===== src/rtl/cbt_pkg.sv =====
package cbt_pkg;
  localparam int INSN_W = 16;
  localparam int FIELD_W = 11;
  localparam int SHORT_W = 8;
  localparam int RIDX_W = 4;
  localparam logic [RIDX_W-1:0] PC_REG_IDX = 4'hF;

  typedef enum logic [2:0] {
    BK_NONE     = 3'd0,
    BK_COND     = 3'd1,
    BK_JUMP     = 3'd2,
    BK_CALL_HI  = 3'd3,
    BK_CALL_LO  = 3'd4,
    BK_INDIRECT = 3'd5
  } br_kind_e;
endpackage


===== src/rtl/cbt_decode.sv =====
module cbt_decode
  import cbt_pkg::*;
(
  input  logic [INSN_W-1:3] op_hi,
  input  logic              cond_ok,
  output br_kind_e          kind,
  output logic              src_is_pc
);
  logic is_cond_grp;
  logic cond_reserved;

  assign is_cond_grp   = (op_hi[15:12] == 4'hD);
  assign cond_reserved = (op_hi[11:9] == 3'b111);
  assign src_is_pc     = (op_hi[6:3] == PC_REG_IDX);

  always_comb begin
    kind = BK_NONE;
    if (is_cond_grp) begin
      if (!cond_reserved && cond_ok) kind = BK_COND;
    end else if (op_hi[15:7] == 9'b010001110) begin
      kind = BK_INDIRECT;
    end else begin
      case (op_hi[15:11])
        5'b11100: kind = BK_JUMP;
        5'b11110: kind = BK_CALL_HI;
        5'b11111: kind = BK_CALL_LO;
        default:  kind = BK_NONE;
      endcase
    end
  end
endmodule


===== src/rtl/cbt_target.sv =====
module cbt_target
  import cbt_pkg::*;
#(
  parameter int XLEN = 32,
  parameter bit ALIGN_PC_SRC = 1'b1
) (
  input  br_kind_e           kind,
  input  logic               src_is_pc,
  input  logic [FIELD_W-1:0] field,
  input  logic [XLEN-1:0]    pc,
  input  logic [XLEN-1:0]    lr,
  input  logic [XLEN-1:0]    rm_val,
  output logic [XLEN-1:0]    pc_n,
  output logic               pc_we,
  output logic [XLEN-1:0]    lr_n,
  output logic               lr_we,
  output logic               mode,
  output logic               mode_we
);
  localparam int HI_SHIFT = FIELD_W + 1;

  function automatic logic [XLEN-1:0] off_short(input logic [SHORT_W-1:0] f);
    return {{(XLEN-SHORT_W-1){f[SHORT_W-1]}}, f, 1'b0};
  endfunction

  function automatic logic [XLEN-1:0] off_jump(input logic [FIELD_W-1:0] f);
    return {{(XLEN-FIELD_W-1){f[FIELD_W-1]}}, f, 1'b0};
  endfunction

  function automatic logic [XLEN-1:0] off_call_hi(input logic [FIELD_W-1:0] f);
    return {{(XLEN-FIELD_W-HI_SHIFT){f[FIELD_W-1]}}, f, {HI_SHIFT{1'b0}}};
  endfunction

  function automatic logic [XLEN-1:0] off_call_lo(input logic [FIELD_W-1:0] f);
    return {{(XLEN-FIELD_W-1){1'b0}}, f, 1'b0};
  endfunction

  logic [XLEN-1:0] ind_tgt;

  generate
    if (ALIGN_PC_SRC) begin : g_align
      assign ind_tgt = src_is_pc ? {rm_val[XLEN-1:2], 2'b00}
                                 : {rm_val[XLEN-1:1], 1'b0};
    end else begin : g_plain
      logic unused_src;
      assign unused_src = src_is_pc;
      assign ind_tgt = {rm_val[XLEN-1:1], 1'b0};
    end
  endgenerate

  always_comb begin
    pc_n    = pc;
    lr_n    = lr;
    pc_we   = 1'b0;
    lr_we   = 1'b0;
    mode    = 1'b0;
    mode_we = 1'b0;
    case (kind)
      BK_COND: begin
        pc_n  = pc + off_short(field[SHORT_W-1:0]);
        pc_we = 1'b1;
      end
      BK_JUMP: begin
        pc_n  = pc + off_jump(field);
        pc_we = 1'b1;
      end
      BK_CALL_HI: begin
        lr_n  = pc + off_call_hi(field);
        lr_we = 1'b1;
      end
      BK_CALL_LO: begin
        pc_n  = lr + off_call_lo(field);
        lr_n  = pc - {{(XLEN-1){1'b0}}, 1'b1};
        pc_we = 1'b1;
        lr_we = 1'b1;
      end
      BK_INDIRECT: begin
        pc_n    = ind_tgt;
        pc_we   = 1'b1;
        mode    = rm_val[0];
        mode_we = 1'b1;
      end
      default: ;
    endcase
  end
endmodule


===== src/rtl/compact_branch_gen.sv =====
module compact_branch_gen
  import cbt_pkg::*;
#(
  parameter int XLEN = 32,
  parameter bit ALIGN_PC_SRC = 1'b1
) (
  input  logic [XLEN-1:0]   pc_i,
  input  logic [XLEN-1:0]   lr_i,
  input  logic [XLEN-1:0]   rm_val_i,
  input  logic [INSN_W-1:0] insn_i,
  input  logic              cond_pass_i,
  output logic [XLEN-1:0]   pc_o,
  output logic              pc_we_o,
  output logic [XLEN-1:0]   lr_o,
  output logic              lr_we_o,
  output logic              mode_o,
  output logic              mode_we_o
);
  br_kind_e kind;
  logic     src_is_pc;

  cbt_decode u_dec (
    .op_hi     (insn_i[INSN_W-1:3]),
    .cond_ok   (cond_pass_i),
    .kind      (kind),
    .src_is_pc (src_is_pc)
  );

  cbt_target #(.XLEN(XLEN), .ALIGN_PC_SRC(ALIGN_PC_SRC)) u_tgt (
    .kind      (kind),
    .src_is_pc (src_is_pc),
    .field     (insn_i[FIELD_W-1:0]),
    .pc        (pc_i),
    .lr        (lr_i),
    .rm_val    (rm_val_i),
    .pc_n      (pc_o),
    .pc_we     (pc_we_o),
    .lr_n      (lr_o),
    .lr_we     (lr_we_o),
    .mode      (mode_o),
    .mode_we   (mode_we_o)
  );
endmodule


===== config.mk =====
export PLATFORM = sky130hd
export DESIGN_NAME = compact_branch_gen
export DESIGN_NICKNAME = d
export VERILOG_FILES = /design/src/rtl/cbt_pkg.sv /design/src/rtl/cbt_decode.sv /design/src/rtl/cbt_target.sv /design/src/rtl/compact_branch_gen.sv
export SDC_FILE = /design/constraint.sdc
export NUM_CORES = 1
export LEC_CHECK = 0
export ABC_AREA = 1
export BUFFER_PORTS_ARGS = -buffer_cell sky130_fd_sc_hd__buf_2
export CORE_MARGIN = 5
export CORE_UTILIZATION = 40
export DETAILED_ROUTE_END_ITERATION = 12
export GPL_TIMING_DRIVEN = 0
export SLEW_MARGIN = 5
export SYNTH_ARGS = -nofsm -noshare
export SYNTH_HDL_FRONTEND = slang
export SYNTH_SLANG_ARGS = --single-unit

===== constraint.sdc =====
create_clock -name vclk -period 2.7
set_clock_uncertainty 0.05 [all_clocks]
set_input_delay 0 -clock vclk [all_inputs]
set_output_delay 0 -clock vclk [all_outputs]
set_load 0.03 [all_outputs]

# Word-level counts from Yosys, hierarchy flattened
# Cells that the tools add are included.
dict set report word_totals {
  ff_bits 0
  wordCells 32
}
dict set report op_classes {
  add_sub_neg 5
  eq_ne 12
  muxes 11
  reduce_logical 4
}
# op n
set ops {}
lappend ops {{$pmux W32 S4} 1}
lappend ops {{$add A32 B32 Y32} 3}
lappend ops {{$pmux W32 S2} 1}
lappend ops {{$add A32 B12 Y32} 1}
lappend ops {{$sub A32 B1 Y32 const B} 1}
lappend ops {{$eq A5 B5 Y1 const B} 3}
lappend ops {{$eq A3 B3 Y1 const B} 3}
lappend ops {{$eq A9 B8 Y1 const B} 1}
lappend ops {{$pmux W3 S3} 1}
lappend ops {{$eq A4 B4 Y1 const B} 2}
lappend ops {{$eq A3 B2 Y1 const B} 2}
lappend ops {{$mux W3} 2}
lappend ops {{$mux W1} 5}
lappend ops {{$reduce_or A4 Y1} 1}
lappend ops {{$eq A3 B1 Y1 const B} 1}
lappend ops {{$mux W2} 1}
lappend ops {{$reduce_or A2 Y1} 1}
lappend ops {{$logic_and A1 B1 Y1} 1}
lappend ops {{$logic_not A1 Y1} 1}

# Depth between registers and ports, before layout
# Gate-level depths: netlist of the first run.
dict set report depth {
  ltp_word 8
  mapped_depth 20
  ltp_nobuf 20
}

# Modules after synthesis
# From an unflattened synthesis of the first run, not the netlist that was laid out.
dict set report unflattened {
  cells_unflattened 1490
  hier_area_um2 7118.1
}
# mod n_inst cells_per_inst area_per_inst_um2 seq_area_each_um2
set by_module_without_submodules {}
lappend by_module_without_submodules {cbt_target 1 1463 7008.0 0.0}
lappend by_module_without_submodules {cbt_decode 1 27 110.1 0.0}

# Worst setup path after synthesis of the first run
# OpenSTA, ideal clock, no wires.
dict set report synth_timing {
  kind {input -> output}
  from {input insn_i[11]}
  to {output pc_o[15]}
  arrival_time_ps 2284
  t_required_ps 2650
  setup_slack_ps 366
  path_stages 17
  n_path_buf 0
  cell_sequence {nor2_1 -> nand3_1 -> nand2_1 -> o21ai_1 -> inv_1 -> ha_1 -> nand2_1 -> inv_1 -> nand2_1 -> nand2_1 -> inv_1 -> nand2_1 -> inv_1 -> nand2_1 -> or2_2 -> nand3_1 -> nand4_1}
}
dict set report synth_via {
  elab_chain_len 7
  elab_cells_between_ends 16
  classes_between {eq/ne (9); mux (5); reduce/logical (2)}
}
# item line
set synth_lines {}
lappend synth_lines {{start: declaration} compact_branch_gen.sv:10} ;# input logic [INSN_W-1:0] insn_i,
lappend synth_lines {{branches (longest 4 deep; another with $eq A5 B5 Y1)} n/a}
lappend synth_lines {{$mux W3 (*)} cbt_decode.sv:18} ;# if (is_cond_grp) begin
lappend synth_lines {{$eq A3 B3 Y1 (tied with other cells)} cbt_target.sv:58} ;# case (kind)
lappend synth_lines {{$pmux W32 S4 (*)} cbt_target.sv:58}
lappend synth_lines {{end: declaration} compact_branch_gen.sv:12} ;# output logic [XLEN-1:0] pc_o,
# Every way passes the cells marked *.

# Worst setup path in the final report of the first run
dict set report layout_timing {
  from {input insn_i[12]}
  to {output pc_o[21]}
}
dict set report layout_via {
  elab_chain_len 6
  elab_cells_between_ends 13
  classes_between {eq/ne (9); mux (4)}
}
# item line
set layout_lines {}
lappend layout_lines {{$eq A5 B5 Y1} cbt_decode.sv:23} ;# case (op_hi[15:11])
lappend layout_lines {{$pmux W3 S3} cbt_decode.sv:23}
lappend layout_lines {{$mux W3} cbt_decode.sv:20} ;# end else if (op_hi[15:7] == 9'b010001110) begin
lappend layout_lines {{$mux W3 (*)} cbt_decode.sv:18}
lappend layout_lines {{$eq A3 B3 Y1 (tied with other cells)} cbt_target.sv:58}
lappend layout_lines {{$pmux W32 S4 (*)} cbt_target.sv:58}
# Mark *: on every way between the ends. The rest lies on a longest branch, timed or not.

==> impl_metrics.toml, run 1 <==
[global_route]
vias_in_the_first_global_route = 9462
grt.overflow.total = 0
grt_first_pass_wirelength_um = 52180
grt_util_met1 = 0.4461
grt_max_degree = 14
grt.met3_usage = 0.03048
groute.usage.overall = 0.3274
global_route_met2_utilization = 0.5490
gr-max-usage-layer = "met2"
antenna_found_initial = 0

[sta]
finalSetupViolCount = 0
post_route_worst_hold_slack_ps = 283.5
period_needed_ps = 2667
slew_headroom = 0.5676
finalWorstSetupSlack_ps = 33.24
max_slew.worst_pin.slew_ps = 648.6
slew_violations = 0
hold_viol = 0
max_freq_mhz = 375.0
grt_setup_unrepaired = "true"
period_share = 0.9877

[final_layout]
multiInputGateArea_um2 = 6558
num_antenna_cells = 0
design.seq.count = 0
filler_cell_count = 1999
layoutNonFillerInstCount = 1885
drive_gt1_frac = 0.2066
seq_area_um2 = 0
post-route-cell-area_um2 = 8901
layout.cells.most_common = "sky130_fd_sc_hd__nand2_1"
clock_buffer_count = 0
layout_common_cells = "sky130_fd_sc_hd__nand2_1, sky130_fd_sc_hd__inv_1, sky130_fd_sc_hd__buf_2"
postLayoutCoreUtil = 0.5128
num-nets-final = 1843
flow.area_growth_from_synthesis_pct = 25.40

[power]
power_density_nw_per_um2 = 202.8
leakage_nw = 4.848
worst_ir_drop_vdd_mv = 0.08505

[min_path]
hold_path_class = "input pin to primary output"
worstHoldStart = "rm_val_i[0]"

[die]
die_area_um2 = 20510
fp.coreArea_um2 = 17360
die_width_um = 143.2
io_pins = 181
die-height_um = 143.2
rows = 48
initial_core_utilization = 0.4090

[critical_path]
worstPathMaxFanout = 5
critical_path.startpoint_type = "input pin"
required_ps = 2650
critical_path_arrival_ps = 2620
critical_path.max_stage_delay_ps = 360
critical_path.slowest_cell = "sky130_fd_sc_hd__ha_4"
cp_top_family = "simple AND/OR/NAND/NOR gates"
cp_cell_sequence = "buf_2, nor2_4, nand3_4, o21ai_4, buf_12, clkinvlp_4, ha_4, nand2_2, nor2_2, inv_1, nor2_4, nand3_1, nand3_1, nand2_1, nand3_1, nand4_1, buf_2"
worst_setup_path_startpoint = "insn_i[12]"
cpMostUsedCell = "sky130_fd_sc_hd__nand3_1"
end_kind = "primary output"
cp_num_buf_inv = 5
critPathKind = "input pin to primary output"

[logic_synthesis]
ys.warnings.count = 0
synth.avg_cell_area_um2 = 4.848
cell_variety_after_synth = 43
synthesis.area_um2 = 7098
netlist_instances = 1464
synthesis.nets = 1645
yosysSeqAreaShare = 0

[place]
place_worst_setup_slack_ps = -704.9
place_hpwl_um = 29920
finalWeightedCongestion = 1.031
dpl_cell_area_um2 = 8285
numPortBuffers = 181
dpl.cell_count = 1870

[drt]
drtPass1Iterations = 6
count_of_vias_placed_by_the_detailed_router = 10400
via_per_inst = 5.515
initialDrtViolationCount = 1020
drc_markers = 0
wl_per_cell_um = 18.60
drtAntennaViolNets = 0
drt_wl_total_um = 35060

[clock_tree]
number_of_hold_repair_buffers_added_at_the_cts_stage = 0

[outcome]
run_status = "completed"

[flow_run]
number_of_maximum_capacitance_constraint_violations = 0
report_power, final:
| part | leakage (nW) | internal, W | switching (W) |
|---|---|---|---|
| clock | 0 | 0 | 0 |
| combinational | 4.85 | 0.000600 | 0.00121 |
| sequential | 0 | 0 | 0 |
per-layer routing:
| metal | share of wire | wire length (um) |
|---|---|---|
| met1 | 0.43 | 15010 |
| met2 | 0.45 | 15780 |
| met5 | 0 | 0 |
| met4 | 0.039 | 1357 |
| met3 | 0.083 | 2914 |
Yosys cell counts, types with 4 or more instances:
cell | count | area, um^2
sky130_fd_sc_hd__o21ai_0 | 31 | 155.2
sky130_fd_sc_hd__o211ai_1 | 15 | 112.6
sky130_fd_sc_hd__inv_2 | 12 | 45.04
sky130_fd_sc_hd__o21bai_1 | 6 | 45.04
sky130_fd_sc_hd__nor2_1 | 141 | 529.3
sky130_fd_sc_hd__or2_1 | 4 | 25.02
sky130_fd_sc_hd__nor2_2 | 10 | 62.56
sky130_fd_sc_hd__nand2_1 | 538 | 2019
sky130_fd_sc_hd__o21ai_1 | 11 | 55.05
sky130_fd_sc_hd__nand2_2 | 6 | 37.54
sky130_fd_sc_hd__or2_2 | 14 | 87.58
sky130_fd_sc_hd__or2_0 | 4 | 25.02
sky130_fd_sc_hd__nand3_1 | 177 | 885.9
sky130_fd_sc_hd__inv_1 | 223 | 837.1
sky130_fd_sc_hd__a21oi_1 | 57 | 285.3
sky130_fd_sc_hd__buf_2 | 16 | 80.08
sky130_fd_sc_hd__nand3b_1 | 11 | 82.58
sky130_fd_sc_hd__o21a_1 | 5 | 37.54
sky130_fd_sc_hd__clkbuf_1 | 4 | 15.01
sky130_fd_sc_hd__nor3_2 | 7 | 70.07
sky130_fd_sc_hd__nor3_1 | 8 | 40.04
sky130_fd_sc_hd__ha_1 | 65 | 813.3
sky130_fd_sc_hd__xor2_1 | 6 | 52.55
sky130_fd_sc_hd__nand4_1 | 52 | 325.3
sky130_fd_sc_hd__nand3_2 | 4 | 40.04
through the flow:
stage | power, W | setup TNS [ps]
after detailed placement | 0.001610 | -9743
after floorplan | 0.001068 | 0
after global placement | 0.001607 | -9782
after global routing | 0.001968 | -124.9
after CTS | 0.001666 | 0
final | 0.001805 | 0
worst min-delay path: stages:
cell	delay (ps)
sky130_fd_sc_hd__buf_2	100
sky130_fd_sc_hd__inv_1	40
sky130_fd_sc_hd__nor2_1	30
sky130_fd_sc_hd__buf_2	160
worst paths after layout:
| kind | slack [ps] | cells past startpoint | to |
|---|---|---|---|
| max | 30 | 17 | pc_o[21] |
| min | 280 | 4 | mode_o |
timing repair:
item	CTS	global route
resized for setup	27	84
setup endpoints to repair	20	20
cloned	2	0
pin swaps	3	16
setup buffers	7	6
cell type report:
class / count / area share
well taps: 225 / 0.03163
multi-input cells: 1208 / 0.7367
repair inverters: 2 / 0.001687
repair buffers: 194 / 0.1193
inverters: 236 / 0.09994
plain buffers: 20 / 0.01068
kinds of logic after synthesis:
logic type,Yosys count,synth area share
AO/OA/AOI/OAI,145,0.1200
buffers and inverters,256,0.1382
XOR/XNOR,8,0.009872
AND/OR/NAND/NOR,987,0.6088
adder cells (fa/ha/maj),68,0.1230
Note: power is estimated with default switching activity, not from simulation.
==> inputs of run 2 (changes only) <==
- REMOVE_ABC_BUFFERS: unset -> 1
==> run 2 against run 1 <==
Compared with the run above:
- utilization down 1.7 points
- die area unchanged
- highest routed layer unchanged
- routed wire length down 7.2%
- via count down 3.4%
==> impl_metrics.toml, run 2 (synthesized netlist as in run 1, its figures left out) <==
[place]
place_worst_setup_slack_ps = -640.2
numPortBuffers = 181
finalWeightedCongestion = 0.9779
place_hpwl_um = 27240
dpl_cell_area_um2 = 8195

[critical_path]
cpMostUsedCell = "sky130_fd_sc_hd__nand3_1"
critical_path_cell_count = 17
critical_path_arrival_ps = 2580
worstPathMaxFanout = 10
worst_setup_path_startpoint = "insn_i[12]"
critical_path.startpoint_type = "input pin"
end_kind = "primary output"
critical_path.slowest_cell = "sky130_fd_sc_hd__ha_2"
cp_cell_sequence = "buf_2, nor2_4, nand3_4, o21ai_4, clkinvlp_4, buf_4, ha_2, nand2_1, nor2_2, inv_1, nor2_2, nand3_1, nand3_1, nand2_1, nand3_1, nand4_1, buf_2"
crit_end = "pc_o[21]"
cp_num_buf_inv = 5
required_ps = 2650
critPathKind = "input pin to primary output"
cp_top_family = "simple AND/OR/NAND/NOR gates"
critical_path.max_stage_delay_ps = 390

[die]
fp.coreArea_um2 = 17360
io_pins = 181
rows = 48
die_area_um2 = 20510
die_width_um = 143.2
die-height_um = 143.2
initial_core_utilization = 0.4090

[global_route]
antenna_found_initial = 0
grt_max_degree = 52
vias_in_the_first_global_route = 9080
grt_first_pass_wirelength_um = 48630
grt.overflow.total = 0
groute.usage.overall = 0.3027

[drt]
count_of_vias_placed_by_the_detailed_router = 10050
drtAntennaViolNets = 0
drc_markers = 0
drt_wl_total_um = 32520
drtPass1Iterations = 5
wl_per_cell_um = 17.41
initialDrtViolationCount = 870
via_per_inst = 5.378

[sta]
max_slew.worst_pin.slew_ps = 945.6
finalWorstSetupSlack_ps = 71.14
hold_viol = 0
finalSetupViolCount = 0
max_freq_mhz = 380.4
slew_violations = 0
period_needed_ps = 2629
slew_headroom = 0.3687
period_share = 0.9737
grt_setup_unrepaired = "true"
post_route_worst_hold_slack_ps = 283.8

[min_path]
hold_path_class = "input pin to primary output"

[final_layout]
num_antenna_cells = 0
flow.area_growth_from_synthesis_pct = 21.29
layout_common_cells = "sky130_fd_sc_hd__nand2_1, sky130_fd_sc_hd__inv_1, sky130_fd_sc_hd__nand3_1, sky130_fd_sc_hd__buf_2, sky130_fd_sc_hd__nor2_1"
seq_area_um2 = 0
drive_gt1_frac = 0.1887
design.seq.count = 0
post-route-cell-area_um2 = 8610
clock_buffer_count = 0
num-nets-final = 1826
layout.cells.most_common = "sky130_fd_sc_hd__nand2_1"

[flow_run]
number_of_maximum_capacitance_constraint_violations = 0

[outcome]
run_status = "completed"

[power]
post_layout_total_power_w = 0.001700
worst_ir_drop_vdd_mv = 0.08228
leakage_nw = 4.749
power_density_nw_per_um2 = 197.5
run 2: changes by cell type in the layout (fill, tap and decap cells not counted), sizes merged:
| cell | before | now |
|---|---|---|
| nor2 | 154 | 155 |
| buf | 207 | 195 |
| clkbuf | 7 | 1 |
run 2: metal layers:
metal	global-route usage	up-vias	wire length, um	part of all wire
met5	0	-	0	0
met4	0.08424	0	1166	0.036
met3	0.02210	67	2078	0.064
met2	0.5089	364	14790	0.45
met1	0.4172	4499	14480	0.45
li1	-	5116	-	-
run 2: timing repair:
item	CTS	global route
cloned	3	0
endpoints found under the hold margin	0	0
hold buffers	0	0
setup buffers	8	7
pin swaps	7	11
endpoints found under the setup margin	55	25
resized for setup	35	42
run 2: power breakdown:
part           switching (W)  total (W)  internal, W
sequential                 0          0            0
combinational        0.00114    0.00170     0.000557
clock                      0          0            0
total                0.00114    0.00170     0.000557
run 2: cell type report:
class                           count  area (um^2)
Fill cell                        2042         8747
Multi-Input combinational cell   1209         6361
Timing Repair Buffer              196         1062
Inverter                          236        889.6
Tap cell                          225        281.5
Timing Repair inverter              2        15.01
run 2: tightest hold or removal path, stage by stage:
cell and delay (ps):
sky130_fd_sc_hd__buf_2 100, sky130_fd_sc_hd__inv_1 40, sky130_fd_sc_hd__nor2_1 30, sky130_fd_sc_hd__buf_2 160
run 2: per-stage QoR:
step / cells / util / setup TNS, ps
after CTS: 1861 / 0.4839 / 0
after global placement: 1850 / 0.4719 / -21960
after floorplan: 1444 / - / 0
after global routing: 1868 / 0.4960 / -660.9
final: 1868 / 0.4960 / 0
after detailed placement: 1850 / 0.4722 / -12140
run 2: worst min-delay path by stage:
| stage | startpoint | to | cells after the start | slack [ps] |
|---|---|---|---|---|
| global route | rm_val_i[0] | mode_o | 4 | 310 |
| finish | rm_val_i[0] | mode_o | 4 | 280 |
| CTS | rm_val_i[0] | mode_o | 4 | 280 |
| global placement | rm_val_i[0] | mode_o | 4 | 280 |
| floorplan | rm_val_i[0] | mode_o | 2 | 100 |
| detailed placement | rm_val_i[0] | mode_o | 4 | 280 |
==> inputs of run 3 (changes only) <==
- PLACE_DENSITY: unset -> 0.73
==> run 3 against run 2 <==
Compared with the run above:
- cell count down 0.16%
- critical path depth up 1
- non-clock buffer count down 2
- global-route usage up 0.069 points
- final area about the same
- worst setup slack worse by 32 ps
- first-iteration DRC count down 8.2%
- maximum frequency down 1.2%
- routed wire length up 0.33%
- flip-flop and latch count unchanged
- count of clock-buffer cells in the layout unchanged
- largest cell class unchanged
==> impl_metrics.toml, run 3 (synthesized netlist as in run 1, its figures left out) <==
[place]
finalWeightedCongestion = 1.013
dpl.cell_count = 1850
numPortBuffers = 181
dpl_cell_area_um2 = 8190
place_hpwl_um = 27150

[final_layout]
num_antenna_cells = 0
clock_buffer_count = 0
num-nets-final = 1823
multiInputGateArea_um2 = 6390
layout.cells.most_common = "sky130_fd_sc_hd__nand2_1"
seq_area_um2 = 0
postLayoutCoreUtil = 0.4957
post-route-cell-area_um2 = 8605
drive_gt1_frac = 0.1854
design.seq.count = 0
layoutNonFillerInstCount = 1865
layout_common_cells = "sky130_fd_sc_hd__nand2_1, sky130_fd_sc_hd__inv_1, sky130_fd_sc_hd__nand3_1"
filler_cell_count = 1988
flow.area_growth_from_synthesis_pct = 21.22

[sta]
fin_setup_tns_ps = 0
grt_setup_unrepaired = "true"
max_freq_mhz = 375.8
max_slew.worst_pin.slew_ps = 910.5
period_needed_ps = 2661
hold_viol = 0
post_route_worst_hold_slack_ps = 299.9
slew_headroom = 0.3921
finalSetupViolCount = 0
period_share = 0.9855
slew_violations = 0

[global_route]
groute.usage.overall = 0.3034
grt.overflow.total = 0
antenna_found_initial = 0
vias_in_the_first_global_route = 9496
grt_max_degree = 52
grt_first_pass_wirelength_um = 49380

[drt]
drt_wl_total_um = 32630
count_of_vias_placed_by_the_detailed_router = 10320
drtPass1Iterations = 5
drtAntennaViolNets = 0
drc_markers = 0
via_per_inst = 5.535
wl_per_cell_um = 17.49
initialDrtViolationCount = 799

[critical_path]
end_kind = "primary output"
critical_path_arrival_ps = 2610
critPathKind = "input pin to primary output"
worstPathMaxFanout = 5
required_ps = 2650
critical_path.startpoint_type = "input pin"

[power]
worst_ir_drop_vdd_mv = 0.09977
internal_power_w = 0.0005573
power.sequential.fraction = 0
share_clk_of_total_power = 0
power_density_nw_per_um2 = 197.6
power.share.switching = 0.6722
power_switching_w = 0.001143
share_comb_of_total_power = 1.000
leakage_nw = 4.731

[min_path]
min_path_cells = 4
hold_path_class = "input pin to primary output"

[die]
die_width_um = 143.2
die-height_um = 143.2
fp.coreArea_um2 = 17360
initial_core_utilization = 0.4090
io_pins = 181
rows = 48
die_area_um2 = 20510

[flow_run]
number_of_maximum_capacitance_constraint_violations = 0

[outcome]
run_status = "completed"
-- run 3: cell types whose count changed in the layout (fill, tap and decap cells not counted), sizes merged --
cell / change
clkbuf: +1
buf: -3
clkinvlp: -1
-- run 3: final timing paths --
path / from / endpoint / slack [ps]
max: insn_i[11] / pc_o[20] / 40
min: rm_val_i[0] / mode_o / 300
-- run 3: timing repair --
action	4_1_cts	5_1_grt
buffers inserted	7	6
cloned	2	0
gates resized for setup	27	47
hold buffers	0	0
pin swaps	4	6
setup endpoints to repair	56	39
hold endpoints to repair	0	0
-- run 3: area by class of cell --
class / count / share of cell area
Tap cell: 225 / 0.03272
Timing Repair inverter: 1 / 0.0008725
Timing Repair Buffer: 194 / 0.1204
Inverter: 236 / 0.1034
Multi-Input combinational cell: 1209 / 0.7426
-- run 3: metrics by stage --
stage	power (W)	worst slack, ps
after detailed placement	0.001574	-649.7
after floorplan	0.001062	345.2
final	0.001700	39.21
after global routing	0.001868	-79.83
after CTS	0.001616	-5.771
after global placement	0.001560	-645.2
-- run 3: per-layer routing --
metal | track usage | up-vias | routed length [um]
li1 | - | 5108 | -
met1 | 0.3907 | 4652 | 13590
met2 | 0.5151 | 459 | 14660
met3 | 0.04923 | 104 | 2816
met4 | 0.1021 | 0 | 1552
met5 | 0 | - | 0
-- run 3: critical path, cell delays in order --
cell and delay (ps):
sky130_fd_sc_hd__buf_2 140, sky130_fd_sc_hd__nor2_4 140, sky130_fd_sc_hd__nand3_4 120, sky130_fd_sc_hd__o21ai_4 190, sky130_fd_sc_hd__buf_6 140, sky130_fd_sc_hd__clkinvlp_4 70
sky130_fd_sc_hd__buf_4 160, sky130_fd_sc_hd__ha_1 290, sky130_fd_sc_hd__nand2_1 110, sky130_fd_sc_hd__nor2_2 160, sky130_fd_sc_hd__inv_1 90, sky130_fd_sc_hd__nor2_2 120
sky130_fd_sc_hd__nand4_1 170, sky130_fd_sc_hd__nand3_1 110, sky130_fd_sc_hd__nand2_1 50, sky130_fd_sc_hd__nand3_1 110, sky130_fd_sc_hd__nand4_1 230, sky130_fd_sc_hd__buf_6 210
-- run 3: power by group through the flow --
| stage | Sequential (W) | Clock (W) | Combinational (W) |
|---|---|---|---|
| floorplan | 0 | 0 | 0.00106 |
| global placement | 0 | 0 | 0.00156 |
| detailed placement | 0 | 0 | 0.00157 |
| CTS | 0 | 0 | 0.00162 |
| global route | 0 | 0 | 0.00187 |
| finish | 0 | 0 | 0.00170 |
